`config.mk`:
```
export PLATFORM = sky130hd
export DESIGN_NAME = fcmp_flag_unit
export DESIGN_NICKNAME = d
export VERILOG_FILES = /design/src/rtl/fcmp_pkg.sv /design/src/rtl/fcmp_classify.sv /design/src/rtl/fcmp_ctrl.sv /design/src/rtl/fcmp_datapath.sv /design/src/rtl/fcmp_flag_unit.sv
export SDC_FILE = /design/constraint.sdc
export NUM_CORES = 1
export LEC_CHECK = 0
export ABC_AREA = 1
export ABC_CLOCK_PERIOD_IN_PS = 2100
export BUFFER_PORTS_ARGS = -buffer_cell sky130_fd_sc_hd__buf_2
export CAP_MARGIN = 25
export CORE_UTILIZATION = 53
export CTS_BUF_LIST = sky130_fd_sc_hd__clkbuf_4 sky130_fd_sc_hd__clkbuf_8 sky130_fd_sc_hd__clkbuf_16
export DETAILED_ROUTE_END_ITERATION = 6
export HOLD_SLACK_MARGIN = 0.12
export PLACE_DENSITY_LB_ADDON = 0.15
export SYNTH_ARGS = -nofsm -noshare
export SYNTH_HDL_FRONTEND = slang
export SYNTH_HIERARCHICAL = 1
export SYNTH_SLANG_ARGS = --single-unit
```
`constraint.sdc`:
```
create_clock -name clk -period 2.1 [get_ports clk]
set_input_delay 0.21 -clock clk [delete_from_list [all_inputs] [get_ports clk]]
set_output_delay 0.21 -clock clk [all_outputs]
set_load 0.02 [all_outputs]
```
`src/rtl/fcmp_pkg.sv`:
```
package fcmp_pkg;
  localparam int SP_EXP_W = 8;
  localparam int SP_MAN_W = 23;
  localparam int DP_EXP_W = 11;
  localparam int DP_MAN_W = 52;
  localparam int STAT_W   = 32;

  localparam logic [3:0] NZCV_UNORD = 4'b0011;
  localparam logic [3:0] NZCV_EQ    = 4'b0110;
  localparam logic [3:0] NZCV_LT    = 4'b1000;
  localparam logic [3:0] NZCV_GT    = 4'b0010;

  typedef struct packed {
    logic loadFlags;
    logic mergeStat;
    logic writeStat;
  } fcmpStrobes_t;
endpackage

```
`src/rtl/fcmp_classify.sv`:
```
module fcmp_classify #(
  parameter int EXP_W = 8,
  parameter int MAN_W = 23,
  localparam int W = EXP_W + MAN_W + 1
) (
  input  logic [W-1:0] word,
  output logic         sign,
  output logic         isNan,
  output logic         isSnan,
  output logic         magZero
);
  logic [EXP_W-1:0] expField;
  logic [MAN_W-1:0] manField;

  assign sign     = word[W-1];
  assign expField = word[W-2:MAN_W];
  assign manField = word[MAN_W-1:0];
  assign isNan    = (&expField) && (|manField);
  assign isSnan   = isNan && !manField[MAN_W-1];
  assign magZero  = !(|word[W-2:0]);
endmodule

```
`src/rtl/fcmp_ctrl.sv`:
```
module fcmp_ctrl
  import fcmp_pkg::*;
(
  input  logic         clk,
  input  logic         rstN,
  input  logic         inValid,
  input  logic         statWrEn,
  output fcmpStrobes_t strobes,
  output logic         outValid
);
  always_comb begin
    strobes.loadFlags = inValid;
    strobes.mergeStat = inValid && !statWrEn;
    strobes.writeStat = statWrEn;
  end

  always_ff @(posedge clk or negedge rstN) begin
    if (!rstN) outValid <= 1'b0;
    else       outValid <= inValid;
  end
endmodule

```
`src/rtl/fcmp_datapath.sv`:
```
module fcmp_datapath
  import fcmp_pkg::*;
#(
  parameter int SEXP = SP_EXP_W,
  parameter int SMAN = SP_MAN_W,
  parameter int DEXP = DP_EXP_W,
  parameter int DMAN = DP_MAN_W,
  parameter int SW   = STAT_W,
  localparam int SPW = SEXP + SMAN + 1,
  localparam int DPW = DEXP + DMAN + 1
) (
  input  logic          clk,
  input  logic          rstN,
  input  fcmpStrobes_t  strobes,
  input  logic          isDouble,
  input  logic          sigMode,
  input  logic          cmpZero,
  input  logic [DPW-1:0] opA,
  input  logic [DPW-1:0] opB,
  input  logic [SW-1:0] statWrData,
  output logic [3:0]    flags,
  output logic [SW-1:0] status
);
  logic [DPW-1:0] words [2];
  logic [1:0] spSign, spNan, spSnan, spZero;
  logic [1:0] dpSign, dpNan, dpSnan, dpZero;
  logic [1:0] sgn, nan, snan, zero;

  always_comb begin
    words[0] = isDouble ? opA : {{(DPW-SPW){1'b0}}, opA[SPW-1:0]};
    if (cmpZero)       words[1] = '0;
    else if (isDouble) words[1] = opB;
    else               words[1] = {{(DPW-SPW){1'b0}}, opB[SPW-1:0]};
  end

  for (genvar g = 0; g < 2; g++) begin : g_opnd
    fcmp_classify #(.EXP_W(SEXP), .MAN_W(SMAN)) u_sp (
      .word(words[g][SPW-1:0]), .sign(spSign[g]), .isNan(spNan[g]),
      .isSnan(spSnan[g]), .magZero(spZero[g]));
    fcmp_classify #(.EXP_W(DEXP), .MAN_W(DMAN)) u_dp (
      .word(words[g]), .sign(dpSign[g]), .isNan(dpNan[g]),
      .isSnan(dpSnan[g]), .magZero(dpZero[g]));
    assign sgn[g]  = isDouble ? dpSign[g] : spSign[g];
    assign nan[g]  = isDouble ? dpNan[g]  : spNan[g];
    assign snan[g] = isDouble ? dpSnan[g] : spSnan[g];
    assign zero[g] = isDouble ? dpZero[g] : spZero[g];
  end

  logic [3:0] nzcvNext;
  logic       invRaise;
  logic       aLess;

  always_comb begin
    invRaise = sigMode ? (|nan) : (|snan);
    aLess    = (words[0] < words[1]) ^ sgn[0];
    if (|nan)
      nzcvNext = NZCV_UNORD;
    else if ((words[0] == words[1]) || (&zero))
      nzcvNext = NZCV_EQ;
    else if (sgn[0] != sgn[1])
      nzcvNext = sgn[0] ? NZCV_LT : NZCV_GT;
    else
      nzcvNext = aLess ? NZCV_LT : NZCV_GT;
  end

  always_ff @(posedge clk or negedge rstN) begin
    if (!rstN) begin
      flags  <= '0;
      status <= '0;
    end else begin
      if (strobes.loadFlags) flags <= nzcvNext;
      if (strobes.writeStat)
        status <= statWrData;
      else if (strobes.mergeStat)
        status <= {nzcvNext, status[SW-5:1], status[0] | invRaise};
    end
  end
endmodule

```
`src/rtl/fcmp_flag_unit.sv`:
```
module fcmp_flag_unit
  import fcmp_pkg::*;
(
  input  logic        clk,
  input  logic        rstN,
  input  logic        inValid,
  input  logic        isDouble,
  input  logic        sigMode,
  input  logic        cmpZero,
  input  logic [63:0] opA,
  input  logic [63:0] opB,
  input  logic        statWrEn,
  input  logic [31:0] statWrData,
  output logic        outValid,
  output logic [3:0]  flags,
  output logic        invalidOp,
  output logic [31:0] status
);
  fcmpStrobes_t strobes;

  fcmp_ctrl u_ctrl (
    .clk(clk), .rstN(rstN), .inValid(inValid), .statWrEn(statWrEn),
    .strobes(strobes), .outValid(outValid));

  fcmp_datapath u_dp (
    .clk(clk), .rstN(rstN), .strobes(strobes), .isDouble(isDouble),
    .sigMode(sigMode), .cmpZero(cmpZero), .opA(opA), .opB(opB),
    .statWrData(statWrData), .flags(flags), .status(status));

  assign invalidOp = status[0];
endmodule

```
Word-level counts from Yosys, hierarchy flattened:

Cells that the tools add are included.
Widths: inputs -> output; s select.

* bits in registers: 37
* input bits: 167
* logic and storage cells: 63

* magnitude comparators: 1
* equality and inequality tests: 2
* multiplexer cells: 19
* bitwise gates (word level): 2
* reductions and logical operators: 35

Operators by type and width (number)
* $mux 64: 3
* $reduce_or 63->1: 2
* $reduce_or 52->1: 2
* $eq 64x64->1: 1
* $lt 64x64->1: 1
* $mux 32: 2
* $reduce_or 31->1: 2
* $reduce_or 23->1: 2
* $reduce_and 11->1: 2
* $mux 4: 5
* $reduce_and 8->1: 2
* $logic_and 1x1->1: 9
* $logic_not 1->1: 9
* $mux 1: 9
* $reduce_or 2->1: 2
* $reduce_and 2->1: 1
* $reduce_bool 2->1: 1
* $logic_or 1x1->1: 1
* $ne 1x1->1: 1
* $or 1x1->1: 1
* $xor 1x1->1: 1

Longest topological paths before layout:

Gate-level depths: netlist of run 1.

* depth in word-level cells: 11
* depth in mapped cells: 21

Modules after synthesis:

The synthesis of run 1 kept the hierarchy.

By module, submodules not included
* fcmp_datapath: instances 1, cells an instance 558, area each 3819.9 um^2
* fcmp_classify (u_dp.g_opnd[0].u_dp ...): instances 2, cells an instance 64, area each 266.5 um^2
* fcmp_classify (u_dp.g_opnd[0].u_sp ...): instances 2, cells an instance 33, area each 138.9 um^2
* fcmp_ctrl: instances 1, cells an instance 5, area each 50.0 um^2
* fcmp_flag_unit: instances 1, cells an instance 1, area each 7.5 um^2

Worst setup path after synthesis of run 1:

No wires, ideal clock.

* kind: input-to-reg
* start point: input isDouble
* end point: register u_dp.status[29]
* arrival time: 2.052 ns
* slack: -0.074 ns
* cell stages on the path: 21
* cell sequence: buf_6 -> inv_2 -> nor2_1 -> buf_2 -> nand2_1 -> inv_1 -> nor2_1 -> nand2_1 -> nor2_1 -> nand2_1 -> nor2_1 -> nand2_1 -> nand2_1 -> inv_1 -> or3_4 -> nand2_4 -> inv_2 -> nor2_4 -> nand3_2 -> nand2_1 -> nand2_1

RTL lines
* start: declaration: line fcmp_flag_unit.sv:7 `input logic isDouble,`
* end signal: assignment: line fcmp_datapath.sv:73 `status <= statWrData;`
* end signal: assignment: line fcmp_datapath.sv:75 `status <= {nzcvNext, status[SW-5:1], status[0] | invRaise};`
* end: declaration: line fcmp_datapath.sv:22 `output logic [SW-1:0] status`

Worst setup path in the final report of run 1:

* start point: input cmpZero
* end point: register u_dp.status[29]

* cells in the longest elaborated chain, start to end: 10
* elaborated cells on any way between the ends: 27
* classes of those cells: order compare (1); eq/ne (2); mux (10); bitwise (1); reduce/logical (13)

RTL lines
* start: declaration: line fcmp_flag_unit.sv:9 `input logic cmpZero,`
* $mux 64 *: line fcmp_datapath.sv:31 `if (cmpZero) words[1] = '0;`
* parallel branches: the longest is 6 deep, another holds $lt 64x64->1
* $mux 4 *: line fcmp_datapath.sv:56 `if (|nan)`
* $mux 32 *: line fcmp_datapath.sv:74 `else if (strobes.mergeStat)`
* $mux 32 *: line fcmp_datapath.sv:72 `if (strobes.writeStat)`

Mark *: on every way between the ends. The select of a mux whose other input is x is not followed.
A chain may end at the register's enable or synchronous reset.

==> results.toml, run 1 <==
[placement]
gp_congestion = 0.923
io_buffers = 204
dp_cells = 1118
hpwl_um = 11000

[worst_setup_path]
critical_path_required_ns = 2.27
cp.arrival_ns = 2.22
critical-path-top-delay-family = "simple AND/OR/NAND/NOR gates"
ff2ff_path_depth = 2
cpPeakStageDelay_ns = 0.29
cp_common_cell = "nand2_1"
endpoint_kind = "flop"
startpoint = "cmpZero"
critPathSlowestCell = "ha_1"
crit_path_start_kind = "primary input"
rrSetupSlack_ns = 1.32
worstPathMaxFanout = 16
path_class = "in2reg"
cp_num_buf_inv = 4
rr_startpoint = "u_dp/status[31]"
path_cells = "buf_2 -> nor2_4 -> buf_12 -> buf_4 -> nand2_1 -> ha_1 -> nand2_1 -> inv_1 -> nand4_1 -> nor2_2 -> and2_4 -> nand2_1 -> nand3_1 -> nand3_2 -> nand2_1 -> nand2_1"
timing.rr.end = "u_dp/status[31]"

[logic_synthesis]
synth_nets = 989
synth_cells = 758
ys_seq_elements = 37
synth_area_per_cell_um2 = 6.19
synthTopCellsByCount = "235 x nand2_1, 134 x nor2_1, 132 x inv_1"
synth_top_area_share_pct = 19.7
netlist_area_um2 = 4690
yosysSeqAreaShare_pct = 19.7
ys.flop_type = "dfrtp_1"
yosys-top-cells-area = "dfrtp_1 20%, nand2_1 19%, ha_1 17%, nor2_1 11%, inv_1 11%"
synth_edf_count = 0
ys_types = 36
synth.most_common_cell = "nand2_1"
yosysTopAreaCell = "dfrtp_1"
async_reset_ff_share_pct = 100
yosys_warnings = 6

[final_layout]
seqCellArea_um2 = 926
antenna_cells = 0
nNetsFinal = 1254
finalNonFillerCells = 1129
syn_to_final_growth_pct = 39.2
drive_gt1_share_pct = 34.2
fillers = 671
multi_input_area_um2 = 3210

[outcome]
status = "completed"

[die]
rows = 33
fp.dieH_um = 96.1
start_util_pct = 55.9
core_area_um2 = 8380
die_w_um = 96.1
dieArea_um2 = 9230
ios = 205

[sta]
fin_worst_skew_ns = 0
period_share_pct = 97.6
worstMarginPinSlew_ns = 0.803
slew_headroom_pct = 46.5
hold_viol = 0
clock.fmax_mhz = 488
tns_ns = 0
layout_min_cycle_time_ns = 2.05
rsz0062_at_grt = "yes"
setup_violations = 0
finalMaxSlewViolations = 0

[clocking]
h-tree-depth = 2
cts_setup_buffers = 0
cts_buffer_depth = 2
clock_latency_ns = 0.28
cts_tree = "built"
root_buffer = "clkbuf_8"
clock-sinks = 37
path_clk_slew_ns = 0.07
cts_buffers = 5

[route]
viasPerCell = 4.78
dr.pass1.iters = 5
vias = 5402
finalWirelength_um = 13000
drt_iter0_markers = 195
wire_per_inst_um = 11.5
route.detailed.drc = 0
antenna_left = 0

[global_routing]
grt.total_usage_pct = 27.7
antenna_found_initial = 0
grt_pass1_wl_um = 20200
overflow = 0
grt_max_degree = 38
grt_pass1_vias = 4932

[job]
cap_violations = 0

[min_path]
holdPathEnd = "u_dp/status[22]"
min_path_cells = 2
hp-start = "statWrData[22]"
min-delay-path-class = "in2reg"

[power_and_ir_drop]
ir_worst_vdd_mv = 0.315
power_density_nw_per_um2 = 380
power_leakage_nw = 4.14
routing by layer:
metal  GRT usage [%]  up-vias  wire length, um
met5               0        -                0
met4            5.10        0              223
met3            3.79       23              846
met2            53.3      175             6460
met1            32.5     2324             5480
li1                -     2880                -
sequential cells by signal, summed over array words and instances, names as in the netlist:
name             flops
u_dp/flags           4
u_dp/status         32
u_ctrl/outValid      1
cell type report:
class | count | share of cell area (%)
well taps | 105 | 2.01
flip-flops and latches | 37 | 14.2
clock buffers | 6 | 1.27
multi-input cells | 566 | 49.1
inverters | 134 | 7.75
clock inverters | 2 | 0.211
repair buffers | 279 | 25.4
kinds of logic (layout without fill, tap and decap cells):
group                    Yosys count  after routing  synth area share, %
AO/OA/AOI/OAI                     42             42                 5.18
adder cells (fa/ha/maj)           64             64                 17.1
buffers and inverters            155            421                 13.3
flip-flops                        37             37                 19.7
multiplexers                      28             28                 6.70
AND/OR/NAND/NOR                  432            432                 38.0
cell usage in the layout (no fill, tap or decap), types with 3 or more instances in the layout:
cell and n:
buf_12 4, a22oi_1 4, clkbuf_8 6, buf_2 203
ha_1 64, nand2_2 9, nand4_1 21, inv_1 131
nor2_2 15, a21oi_1 22, nor4_1 6, mux2_2 27
nand3_1 12, o21ai_0 4, nor3_1 4, a21o_1 3
nand2_1 227, buf_4 69, dfrtp_1 37, nor2_1 124
repair_timing:
item	in CTS	in global routing
resized for setup	0	21
hold endpoints to repair	38	0
setup endpoints to repair	0	9
hold buffers	2	0
metrics by stage:
stage / area, um^2 / worst slack [ns] / total power, mW / hold slack, ns / util, %
floorplan: 4720 / 0.00172 / 1.48 / -0.0856 / -
global placement: 6320 / -0.244 / 1.92 / 0.329 / 75.4
detailed placement: 6320 / -0.270 / 1.95 / 0.336 / 75.4
CTS: 6440 / 0.0257 / 2.47 / 0.146 / 76.8
global route: 6530 / -0.0974 / 2.68 / 0.143 / 77.8
finish: 6530 / 0.0496 / 2.48 / 0.151 / 77.8
where the power goes:
group          internal (mW)  switching, mW
logic                  0.524          0.629
registers              0.783         0.0349
clock network          0.266          0.242
total                   1.57          0.906
worst max-delay path by stage:
stage,to,depth (start not counted)
final,u_dp/status[29],16
after global routing,u_dp/flags[1],20
after CTS,u_dp/flags[1],20
after detailed placement,u_dp/status[29],20
after global placement,u_dp/status[31],14
after floorplan,u_dp/status[29],21
Power figures use the tool's default switching activity.
==> run 2, diff against run 1 <==
--- a/config.mk
+++ b/config.mk
@@ -14,6 +14,7 @@
 export DETAILED_ROUTE_END_ITERATION = 6
 export HOLD_SLACK_MARGIN = 0.12
 export PLACE_DENSITY_LB_ADDON = 0.15
+export SETUP_SLACK_MARGIN = 0.05
 export SYNTH_ARGS = -nofsm -noshare
 export SYNTH_HDL_FRONTEND = slang
 export SYNTH_HIERARCHICAL = 1
==> run 2 against run 1 <==
  * Routed wire length increased by 11%
  * Final cell count is 0.44% higher
  * Largest power group unchanged
  * Worst setup slack worse by 0.029 ns
  * Hold slack got worse by 0.0037 ns
==> results.toml, run 2 (synthesis results as in run 1) <==
[final_layout]
multi_input_area_um2 = 3310
seqCellArea_um2 = 926
final_cell_mix = "210 x nand2_1, 202 x buf_2, 127 x inv_1"
largest_reg_flops = 32
reg.largest.list = "u_dp/status (32), u_dp/flags (4), u_ctrl/outValid (1)"
fillers = 623
postLayoutCellArea_um2 = 6720
final_common_cell = "nand2_1"
syn_to_final_growth_pct = 43.3
regMostFlops = "u_dp/status"
antenna_cells = 0
drive_gt1_share_pct = 37.1
nNetsFinal = 1259

[sta]
setup_violations = 0
finalMaxSlewViolations = 0
layout_min_cycle_time_ns = 2.08
clock.fmax_mhz = 481
rsz0062_at_grt = "yes"
fin_ws_ns = 0.0210
hold_ws_ns = 0.148
worstMarginPinSlew_ns = 0.806
fin_worst_skew_ns = 0
slew_headroom_pct = 46.3
hold_viol = 0
period_share_pct = 99.0

[worst_setup_path]
path_cells = "buf_12 -> inv_8 -> nor2_4 -> clkbuf_16 -> nand2_4 -> buf_4 -> inv_2 -> nand4_1 -> or2_0 -> nor2_1 -> nand2_2 -> buf_6 -> nor2_4 -> nor3_2 -> o31ai_2 -> nand2_1 -> a22oi_2"
worstPathMaxFanout = 6
cp_num_buf_inv = 6
startpoint = "isDouble"
cp.arrival_ns = 2.29
cpPeakStageDelay_ns = 0.25
critPathSlowestCell = "o31ai_2"
endpoint_kind = "flop"
critical_path_required_ns = 2.31
rr_startpoint = "u_dp/status[29]"
crit_path_start_kind = "primary input"
critical-path-top-delay-family = "simple AND/OR/NAND/NOR gates"
cp_common_cell = "nor2_4"
path_class = "in2reg"

[die]
dieArea_um2 = 9230
rows = 33
start_util_pct = 55.9
die_w_um = 96.1
core_area_um2 = 8380
fp.dieH_um = 96.1
ios = 205

[power_and_ir_drop]
power_density_nw_per_um2 = 381
power_leakage_nw = 4.19
total_power_mw = 2.56
ir_worst_vdd_mv = 0.268

[route]
vias = 5675
finalWirelength_um = 14500
wire_per_inst_um = 12.8
dr.pass1.iters = 5
viasPerCell = 5.00
route.detailed.drc = 0
drt_iter0_markers = 236
antenna_left = 0

[job]
cap_violations = 0

[outcome]
status = "completed"

[clocking]
cts_buffers = 5
path_clk_slew_ns = 0.08
clock-sinks = 37
clock_latency_ns = 0.29
cts_buffer_depth = 2
root_buffer = "clkbuf_8"
h-tree-depth = 2
cts_tree = "built"

[global_routing]
grt_pass1_vias = 5393
grt_pass1_wl_um = 22200
grt_max_degree = 38
antenna_found_initial = 0
grt.total_usage_pct = 30.5
overflow = 0

[placement]
hpwl_um = 11800
gp_congestion = 0.872
io_buffers = 204
placed_area_um2 = 6350
dpl_worst_slack_ns = -0.296

[min_path]
hp-start = "statWrData[12]"
min-delay-path-class = "in2reg"
## run 2: cell count changes in the layout (fill, tap and decap cells not counted), sizes merged
| cell | change |
|---|---|
| buf | +5 |
## run 2: stage by stage
step,std cells,setup TNS [ns],utilization (%)
after floorplan,758,0,-
after global placement,1120,-1.55,75.8
after detailed placement,1120,-2.17,75.8
after CTS,1131,0,77.7
after global routing,1134,-0.300,80.2
final,1134,0,80.2
## run 2: worst paths after layout
check	endpoint	slack, ns	cells past startpoint
setup / recovery	u_dp/status[0]	0.02	17
hold / removal	u_dp/status[12]	0.15	2
setup reg to reg	u_dp/status[29]	1.28	2
hold reg to reg	u_dp/flags[3]	0.49	2
max in group asynchronous	u_dp/status[29]	1.03	2
min in group asynchronous	u_dp/status[21]	0.55	2
## run 2: power breakdown
part           internal, mW  switching, mW  total [mW]
clock network         0.266          0.259       0.525
registers             0.782         0.0353       0.818
logic                 0.550          0.666        1.22
## run 2: timing repair
| item | in CTS | in global routing |
|---|---|---|
| pin swaps | 8 | 28 |
| endpoints found under the setup margin | 5 | 9 |
| resized for setup | 8 | 45 |
| hold buffers | 2 | 0 |
| cloned | 1 | 2 |
| hold endpoints to repair | 38 | 0 |
| buffers inserted | 0 | 1 |
## run 2: area by class of cell
type | count | area share (%)
multi-input cells | 566 | 49.3
repair buffers | 284 | 25.9
flip-flops and latches | 37 | 13.8
inverters | 134 | 7.67
well taps | 105 | 1.95
clock buffers | 6 | 1.23
clock inverters | 2 | 0.205
## run 2: metal layers
metal	track usage [%]	vias to the layer above	wire length, um
met3	5.13	38	818
li1	-	2902	-
met1	32.5	2529	5730
met4	9.58	0	402
met2	60.1	206	7530
met5	0	-	0
## run 2: worst reg2reg max path, cell delays in order (launching register included)
cell	delay [ns]
dfrtp_1	0.39
a22oi_1	0.23
nand2_1	0.08
